$ cat src/rtl/hs_pkg.sv
// Package: shared defaults and the status bundle of the health supervisor.
// Assumes: nothing; pure type and constant definitions.
package hs_pkg;

    // Default count of synchronizer flops in front of every input.
    localparam int unsigned HS_SYNC_STAGES = 2;
    // Default number of quiet cycles that declares a heartbeat dead.
    localparam int unsigned HS_STOP_LIMIT = 64;
    // Default length of the downstream reset release delay line.
    localparam int unsigned HS_DELAY_STAGES = 16;

    // Index of each synchronized input within the synchronizer vector.
    localparam int unsigned HS_IDX_LOCK  = 0;
    localparam int unsigned HS_IDX_REF   = 1;
    localparam int unsigned HS_IDX_SYNTH = 2;
    localparam int unsigned HS_NUM_IN    = 3;

    // Number of heartbeats watched.
    localparam int unsigned HS_NUM_BEATS = 2;

    // Collected status of the supervised clock manager.
    typedef struct packed {
        logic lock_good;
        logic lock_lost;
        logic ref_stop;
        logic synth_stop;
    } hs_status_t;

endpackage

$ cat src/rtl/hs_sync.sv
// Module: hs_sync
// Multi-bit, per-bit synchronizer chain of STAGES flops.
// Assumes: each bit is independent (no bus coherency needed);
// STAGES >= 2. Reset is synchronous and active low.
module hs_sync #(
    parameter int unsigned WIDTH  = 3,
    parameter int unsigned STAGES = 2
) (
    input  logic             clk,
    input  logic             rst_n,
    input  logic [WIDTH-1:0] async_in,
    output logic [WIDTH-1:0] sync_out
);

    logic [WIDTH-1:0] chain_q [STAGES];

    generate
        for (genvar s = 0; s < STAGES; s++) begin : g_stage
            if (s == 0) begin : g_first
                // First flop samples the asynchronous inputs.
                always_ff @(posedge clk) begin
                    if (!rst_n) chain_q[s] <= '0;
                    else        chain_q[s] <= async_in;
                end
            end else begin : g_next
                // Later flops settle any metastability.
                always_ff @(posedge clk) begin
                    if (!rst_n) chain_q[s] <= '0;
                    else        chain_q[s] <= chain_q[s-1];
                end
            end
        end
    endgenerate

    assign sync_out = chain_q[STAGES-1];

endmodule

$ cat src/rtl/hs_lock_track.sv
// Module: hs_lock_track
// Tracks the synchronized lock flag. It records whether lock has been
// seen high since reset and latches any falling edge as a permanent loss.
// Assumes: lock_s is already synchronized to clk.
module hs_lock_track (
    input  logic clk,
    input  logic rst_n,
    input  logic lock_s,
    output logic lock_good,
    output logic lock_lost
);

    logic prev_q;
    logic seen_q;
    logic lost_q;

    // Edge history, first-lock memory and sticky loss latch.
    always_ff @(posedge clk) begin
        if (!rst_n) begin
            prev_q <= 1'b0;
            seen_q <= 1'b0;
            lost_q <= 1'b0;
        end else begin
            prev_q <= lock_s;
            seen_q <= seen_q | lock_s;
            lost_q <= lost_q | (prev_q & ~lock_s);
        end
    end

    assign lock_good = seen_q & ~lost_q;
    assign lock_lost = lost_q;

    // a falling edge of the synchronized flag is latched on the next edge.
    assert_fall_latches_R1: assert property (@(posedge clk) disable iff (!rst_n)
        $fell(lock_s) |=> lock_lost);

    // loss of lock never clears without reset.
    assert_lost_sticky_R2: assert property (@(posedge clk) disable iff (!rst_n)
        lock_lost |=> lock_lost && !lock_good);

endmodule

$ cat src/rtl/hs_beat_watch.sv
// Module: hs_beat_watch
// Declares a heartbeat dead when it shows no change for LIMIT consecutive
// cycles. The stopped flag is sticky until reset.
// Assumes: beat_s is synchronized to clk; LIMIT >= 2.
module hs_beat_watch #(
    parameter int unsigned LIMIT = 64
) (
    input  logic clk,
    input  logic rst_n,
    input  logic beat_s,
    output logic stopped
);

    localparam int unsigned CNT_W = $clog2(LIMIT + 1);
    localparam logic [CNT_W-1:0] LAST = CNT_W'(LIMIT - 1);

    logic             prev_q;
    logic [CNT_W-1:0] quiet_q;
    logic             stop_q;
    logic             quiet_now;

    assign quiet_now = (beat_s == prev_q);

    // Count consecutive cycles without a heartbeat change; latch timeout.
    always_ff @(posedge clk) begin
        if (!rst_n) begin
            prev_q  <= 1'b0;
            quiet_q <= '0;
            stop_q  <= 1'b0;
        end else begin
            prev_q <= beat_s;
            if (!quiet_now)            quiet_q <= '0;
            else if (quiet_q != LAST)  quiet_q <= quiet_q + 1'b1;
            if (quiet_now && quiet_q == LAST) stop_q <= 1'b1;
        end
    end

    assign stopped = stop_q;

    // a raised stop flag stays raised until reset.
    assert_stop_sticky_R3: assert property (@(posedge clk) disable iff (!rst_n)
        stopped |=> stopped);

    // a heartbeat change always restarts the quiet count.
    assert_change_restarts_R6: assert property (@(posedge clk) disable iff (!rst_n)
        (beat_s != $past(beat_s)) |=> (quiet_q == '0));

endmodule

$ cat src/rtl/hs_release_delay.sv
// Module: hs_release_delay
// Releases the downstream reset only after health has stayed good for
// STAGES cycles. It asserts that reset again in the same cycle health drops.
// Assumes: STAGES >= 2; health_in is a registered, glitch-free signal.
module hs_release_delay #(
    parameter int unsigned STAGES = 16
) (
    input  logic clk,
    input  logic rst_n,
    input  logic health_in,
    output logic release_out
);

    logic [STAGES-1:0] shift_q;

    // Shift in ones while healthy; clear the whole line on any loss.
    always_ff @(posedge clk) begin
        if (!rst_n || !health_in) shift_q <= '0;
        else                      shift_q <= {shift_q[STAGES-2:0], 1'b1};
    end

    assign release_out = shift_q[STAGES-1] & health_in;

    // release never appears without health in the previous cycle.
    assert_release_after_health_R7: assert property (@(posedge clk) disable iff (!rst_n)
        $rose(release_out) |-> $past(health_in) && health_in);

endmodule

$ cat src/rtl/clk_health_supervisor.sv
// Module: clk_health_supervisor (top)
// Combines lock tracking and two heartbeat watchdogs into one health
// signal, and derives a delayed active-low reset for a cascaded manager.
// Assumes: lock_raw, ref_beat and synth_beat are asynchronous to clk.
// Each heartbeat toggles more than once per STOP_LIMIT cycles when alive.
module clk_health_supervisor #(
    parameter int unsigned SYNC_STAGES  = hs_pkg::HS_SYNC_STAGES,
    parameter int unsigned STOP_LIMIT   = hs_pkg::HS_STOP_LIMIT,
    parameter int unsigned DELAY_STAGES = hs_pkg::HS_DELAY_STAGES
) (
    input  logic clk,
    input  logic rst_n,
    input  logic lock_raw,
    input  logic ref_beat,
    input  logic synth_beat,
    output logic ref_stopped,
    output logic synth_stopped,
    output logic lock_lost,
    output logic healthy,
    output logic down_rst_n
);
    import hs_pkg::*;

    logic [HS_NUM_IN-1:0]    raw_vec;
    logic [HS_NUM_IN-1:0]    sync_vec;
    logic [HS_NUM_BEATS-1:0] beat_vec;
    logic [HS_NUM_BEATS-1:0] stop_vec;
    hs_status_t              status;

    assign raw_vec[HS_IDX_LOCK]  = lock_raw;
    assign raw_vec[HS_IDX_REF]   = ref_beat;
    assign raw_vec[HS_IDX_SYNTH] = synth_beat;

    hs_sync #(.WIDTH(HS_NUM_IN), .STAGES(SYNC_STAGES)) u_sync (
        .clk      (clk),
        .rst_n    (rst_n),
        .async_in (raw_vec),
        .sync_out (sync_vec)
    );

    hs_lock_track u_lock (
        .clk       (clk),
        .rst_n     (rst_n),
        .lock_s    (sync_vec[HS_IDX_LOCK]),
        .lock_good (status.lock_good),
        .lock_lost (status.lock_lost)
    );

    assign beat_vec = {sync_vec[HS_IDX_SYNTH], sync_vec[HS_IDX_REF]};

    generate
        for (genvar b = 0; b < HS_NUM_BEATS; b++) begin : g_beat
            hs_beat_watch #(.LIMIT(STOP_LIMIT)) u_watch (
                .clk     (clk),
                .rst_n   (rst_n),
                .beat_s  (beat_vec[b]),
                .stopped (stop_vec[b])
            );
        end
    endgenerate

    assign status.ref_stop   = stop_vec[0];
    assign status.synth_stop = stop_vec[1];

    assign healthy = status.lock_good & ~(status.ref_stop | status.synth_stop);

    hs_release_delay #(.STAGES(DELAY_STAGES)) u_delay (
        .clk         (clk),
        .rst_n       (rst_n),
        .health_in   (healthy),
        .release_out (down_rst_n)
    );

    assign ref_stopped   = status.ref_stop;
    assign synth_stopped = status.synth_stop;
    assign lock_lost     = status.lock_lost;

    // the downstream reset is asserted in the very cycle health falls.
    assert_reassert_at_once_R8: assert property (@(posedge clk) disable iff (!rst_n)
        $fell(healthy) |-> !down_rst_n);

    // any stop flag raised in the last cycle keeps health low now.
    assert_stop_kills_health_R5: assert property (@(posedge clk) disable iff (!rst_n)
        ($past(ref_stopped) || $past(synth_stopped)) |-> !healthy);

endmodule

$ cat config.mk
export PLATFORM = sky130hd
export DESIGN_NAME = clk_health_supervisor
export DESIGN_NICKNAME = d
export VERILOG_FILES = /design/src/rtl/hs_pkg.sv /design/src/rtl/hs_sync.sv /design/src/rtl/hs_lock_track.sv /design/src/rtl/hs_beat_watch.sv /design/src/rtl/hs_release_delay.sv /design/src/rtl/clk_health_supervisor.sv
export SDC_FILE = /design/constraint.sdc
export NUM_CORES = 1
export LEC_CHECK = 0
export ABC_AREA = 1
export ABC_CLOCK_PERIOD_IN_PS = 1350
export CAP_MARGIN = 20
export CORE_AREA = 2 2 64 66
export CTS_CLUSTER_SIZE = 8
export DETAILED_ROUTE_END_ITERATION = 8
export DIE_AREA = 0 0 66 68
export REMOVE_ABC_BUFFERS = 1
export SYNTH_ARGS = -nofsm -noshare
export SYNTH_HDL_FRONTEND = slang
export SYNTH_SLANG_ARGS = --single-unit
$ cat constraint.sdc
create_clock -name clk -period 1.35 [get_ports clk]
set_input_delay 0.27 -clock clk [delete_from_list [all_inputs] [get_ports clk]]
set_output_delay 0.27 -clock clk [all_outputs]
set_load 0.03 [all_outputs]
Word-level counts from Yosys, hierarchy flattened

Memories as Yosys holds them, arrays and structs flattened.
Cells that the tools add are included.

Bitwise gates (word level): 12
Muxes and demuxes: 5
Reductions and logical operators: 7
Eq/ne operators: 6
Add/subtract/negate cells: 2

Operators by type and width:

| cell                                                                     | number |
|---|---|
| 7-bit by 1-bit adder with 7-bit output (second input constant)           | 2 |
| 7-bit by 6-bit == test with 1-bit output (second input constant)         | 2 |
| 7-bit by 6-bit inequality test with 1-bit output (second input constant) | 2 |
| 3-bit 2-to-1 mux                                                         | 2 |
| 1-bit OR                                                                 | 5 |
| 1-bit AND                                                                | 4 |
| 2-bit AND reduction                                                      | 2 |
| 1-bit 2-to-1 mux                                                         | 3 |
| 1-bit inverter                                                           | 3 |
| 1-bit == test                                                            | 2 |
| 1-bit logical AND                                                        | 2 |
| 1-bit zero test                                                          | 2 |
| 1-bit logical OR                                                         | 1 |

Input bits: 5
Flip-flop bits (word level): 37
Memories kept: 1
Word-level logic and storage cells: 44
Bits in writable memories: 6

Memories:

| name           | depth | bits a word | rd ports | clocked after Yosys merged registers in | wr ports | line          | text |
|---|---|---|---|---|---|---|---|
| u_sync.chain_q | 2     | 3           | 2        | 0                                       | 2        | hs_sync.sv:15 | `logic [WIDTH-1:0] chain_q [STAGES];` |

Depth between registers and ports, before layout

Depth after elaboration: 6
Depth in mapped cells: 7

Hierarchy

From an unflattened synthesis, not the netlist that was laid out.

Cells, all modules: 197
Area total of the unflattened synthesis: 1611.5 um^2

By module, submodules not included:

| module                | cells each | area an instance (um^2) | times used |
|---|---|---|---|
| hs_beat_watch         | 56         | 419.2                   | 2 |
| hs_release_delay      | 51         | 484.2                   | 1 |
| hs_sync               | 18         | 165.2                   | 1 |
| hs_lock_track         | 13         | 110.1                   | 1 |
| clk_health_supervisor | 3          | 13.8                    | 1 |

Least setup slack after synthesis

Ideal clock, no wire load.

Path kind: reg-to-output
Start point: register g_beat[0].u_watch.stop_q
End point: output port down_rst_n
Path slack: 0.033 ns
Arrival time: 1.047 ns
Required time: 1.080 ns
Stages on the path, launching flop included: 4
Path through: dfxtp_1 nor2_1 nand3_1 nor2_1

Longest elaborated chain between the ends: 4

Ends and longest elaborated chain:

| element                | line                        | text |
|---|---|---|
| from (decl)            | hs_beat_watch.sv:19         | `logic stop_q;` |
| from (signal assigned) | hs_beat_watch.sv:29         | `stop_q <= 1'b0;` |
| from (signal assigned) | hs_beat_watch.sv:34         | `if (quiet_now && quiet_q == LAST) stop_q <= 1'b1;` |
| 1-bit OR               | clk_health_supervisor.sv:65 | `assign healthy = status.lock_good & ~(status.ref_stop \| status.synth_stop);` |
| 1-bit inverter         | clk_health_supervisor.sv:65 |  |
| 1-bit AND              | clk_health_supervisor.sv:65 |  |
| 1-bit AND              | hs_release_delay.sv:22      | `assign release_out = shift_q[STAGES-1] & health_in;` |
| to (decl)              | clk_health_supervisor.sv:20 | `output logic down_rst_n` |

No other way between the ends.

Final worst setup path

Same ends and word-level chain as after synthesis.

==> results.json <==
{
  "syn2layout_area_growth_pct": 21.82,
  "yosysSeqAreaShare_pct": 52.68,
  "setup_viol": 0,
  "die_w_um": 66,
  "cp_max_fo": 3,
  "yosys-top-cells-area": "dfxtp_1, inv_1, nand2_1, nor2_4, nor2_1",
  "synth_edf_count": 0,
  "grtUsageMet2_pct": 16.54,
  "pre_cts_ws_ns": -0.006315,
  "hold_buffers": 0,
  "drt_first_pass_iters": 4,
  "cts_tree": "done",
  "fin_ws_ns": 0.007293,
  "status": "finished, final reports clean",
  "crit_required_ns": 1.08,
  "start_kind": "register",
  "antenna_found_initial": 0,
  "critPathKind": "register to output port",
  "cts.sinks": 43,
  "syn-mean-instance-area_um2": 8.423,
  "ant_nets": 0,
  "yosys_warnings": 0,
  "vdd_drop_max_mv": 0.8234,
  "finClkSkew_ns": 0.003351,
  "syn_area_mm2": 0.001634,
  "ys_ff_latch": 43,
  "synth_cells": 194,
  "synth_top_cell_by_area": "dfxtp_1",
  "drv_slew": 0,
  "fin_nets": 222,
  "maxSlewHeadroom_pct": 80.05,
  "rsz0062_at_grt": "yes",
  "fmax_mhz": 744.8,
  "grt_pass1_vias": 908,
  "min_path_type": "register to register",
  "initial_core_util_pct": 42.38,
  "rows": 23,
  "p_per_area_mw_per_mm2": 1239,
  "arrival_ns": 1.07,
  "grt-ovfl-total": 0,
  "hpwl_um": 1603,
  "n_antenna_cell": 0,
  "p_leak_nw": 0.8950,
  "synth-xor-area-share_pct": 2.144,
  "synth_compound_area_share_pct": 5.130,
  "dpl_cell_area_mm2": 0.001852,
  "routed_wirelength_um": 2273,
  "endpoint_kind": "output port",
  "clk_pin_slew_ns": 0.08,
  "ctsRootBufferMaster": "clkbuf_8",
  "groute.usage.overall_pct": 11.95,
  "synth_top_family_by_area": "simple AND/OR/NAND/NOR gates",
  "synth.most_common_cell": "inv_1",
  "min_period_over_period_pct": 99.46,
  "busiest_layer": "met2",
  "max-cap-violations": 0,
  "yosysUniqueCellTypes": 21,
  "clock_path_buffers": 2,
  "cts_buffers": 5,
  "clk_latency_ns": 0.29,
  "grt_max_degree": 14,
  "die_area_mm2": 0.004488,
  "synth_fa_ha_area_share_pct": 1.531,
  "grt_pass1_wl_um": 3912,
  "final_area_mm2": 0.001991,
  "tns_ns": 0,
  "muxShareOfSynthArea_pct": 0,
  "drc": 0,
  "top_level_ports": 10,
  "place.gp.congestion": 0.7957,
  "drt-initial-drc-count": 7,
  "async_flop_share_pct": 0,
  "coreArea_mm2": 0.003856,
  "h-tree-depth": 2,
  "use_met3_pct": 5.428,
  "hold_viol": 0,
  "ys.flop_type": "dfxtp_1",
  "synth_simple_gate_area_share_pct": 25.80,
  "fin_crit_ns": 1.343,
  "met1_usage_pct": 14.98,
  "worst_pin_slew_ns": 0.3004,
  "synth.top_cell.area_share_pct": 52.68,
  "vias": 1101,
  "routedWlPerCell_um": 8.545,
  "die_height_um": 68,
  "viasPerCell": 4.139,
  "fill_cells": 386,
  "port_buffers": 9,
  "synth_common_cells": "inv_1, dfxtp_1, nand2_1",
  "drive_gt1_share_pct": 19.91
}
==> logic make-up after synthesis <==
group | count (synthesis)
flip-flops | 43
adder cells (fa/ha/maj) | 2
AND/OR/NAND/NOR | 78
buffers and inverters | 52
XOR/XNOR | 4
AO/OA/AOI/OAI | 15
==> report_power, final <==
part	switching, mW	total [mW]	leakage (nW)	internal [mW]
clock	0.413	1.01	0.0612	0.598
sequential	0.0230	1.32	0.350	1.30
combinational	0.0699	0.135	0.484	0.0647
total	0.506	2.47	0.895	1.96
==> metal layers <==
metal	wire [um]	share of wire, %	up-vias
li1	-	-	612
met1	1184	52	472
met2	947	42	13
met3	84	3.7	4
met4	57	2.5	0
met5	0	0	-
==> metrics by stage <==
stage               total power, mW  util (%)  hold WS, ns  instances
finish                        2.466     51.62       0.4078        266
detailed placement            1.483     48.02       0.3961        258
global placement              1.482     48.02       0.3923        258
floorplan                     1.422         -       0.3635        192
CTS                           2.517     51.36       0.4141        267
global route                  2.600     51.62       0.4266        266
==> final cells by class <==
cell class | count | area [um^2] | area share [%]
Timing Repair Buffer | 16 | 178.9 | 8.988
Clock buffer | 6 | 82.58 | 4.148
Sequential cell | 43 | 863.3 | 43.37
Clock inverter | 2 | 35.03 | 1.760
Multi-Input combinational cell | 99 | 580.6 | 29.16
Tap cell | 50 | 62.56 | 3.143
Inverter | 50 | 187.7 | 9.428
==> state kept, by name (all words and copies together) (netlist names) <==
name	flops
g_beat.u_watch.prev_q	2
g_beat.u_watch.quiet_q	14
g_beat.u_watch.stopped	2
u_delay.shift_q	16
u_lock.lock_lost	1
u_lock.prev_q	1
u_lock.seen_q	1
u_sync.chain_q	6
==> final timing paths <==
check / start / endpoint / slack [ns] / cells past startpoint
worst min-delay path: u_delay.shift_q[10] / u_delay.shift_q[11] / 0.41 / 2
worst max-delay path: g_beat[0].u_watch.stopped / down_rst_n / 0.007 / 4
worst max register to register: g_beat[0].u_watch.quiet_q[1] / g_beat[0].u_watch.quiet_q[0] / 0.15 / 6
worst min register to register: u_delay.shift_q[10] / u_delay.shift_q[11] / 0.41 / 2
==> what timing repair did <==
action                     in CTS  in global routing
resized for setup               7                  7
setup endpoints to repair       5                  3
buffers inserted                1                  0
pin swaps                       2                  2
==> critical path: stages, from the launching register on <==
cell,delay (ns)
dfxtp_2,0.35
nor2_4,0.10
nand3_2,0.09
nor2_2,0.11
buf_6,0.14
==> placed cells by master, fill, tap and decap left out <==
cell type / instances
nand3_1: 6
buf_4: 5
nand3_2: 5
a31oi_1: 2
o21ai_1: 5
o22ai_1: 1
nor2_4: 10
xnor2_1: 2
dfxtp_2: 2
ha_1: 2
inv_2: 4
nor2_2: 1
clkdlybuf4s50_1: 4
dlygate4sd2_1: 1
clkbuf_8: 6
bufinv_16: 1
clkdlybuf4s15_1: 1
inv_1: 44
nand2_1: 30
nand2_4: 3
buf_6: 2
a21oi_1: 5
buf_12: 3
o21bai_1: 2
clkinv_2: 1
nand4_1: 2
dfxtp_1: 41
clkinv_1: 2
xor2_1: 2
nor2_1: 21
Power figures use the tool's default switching activity.
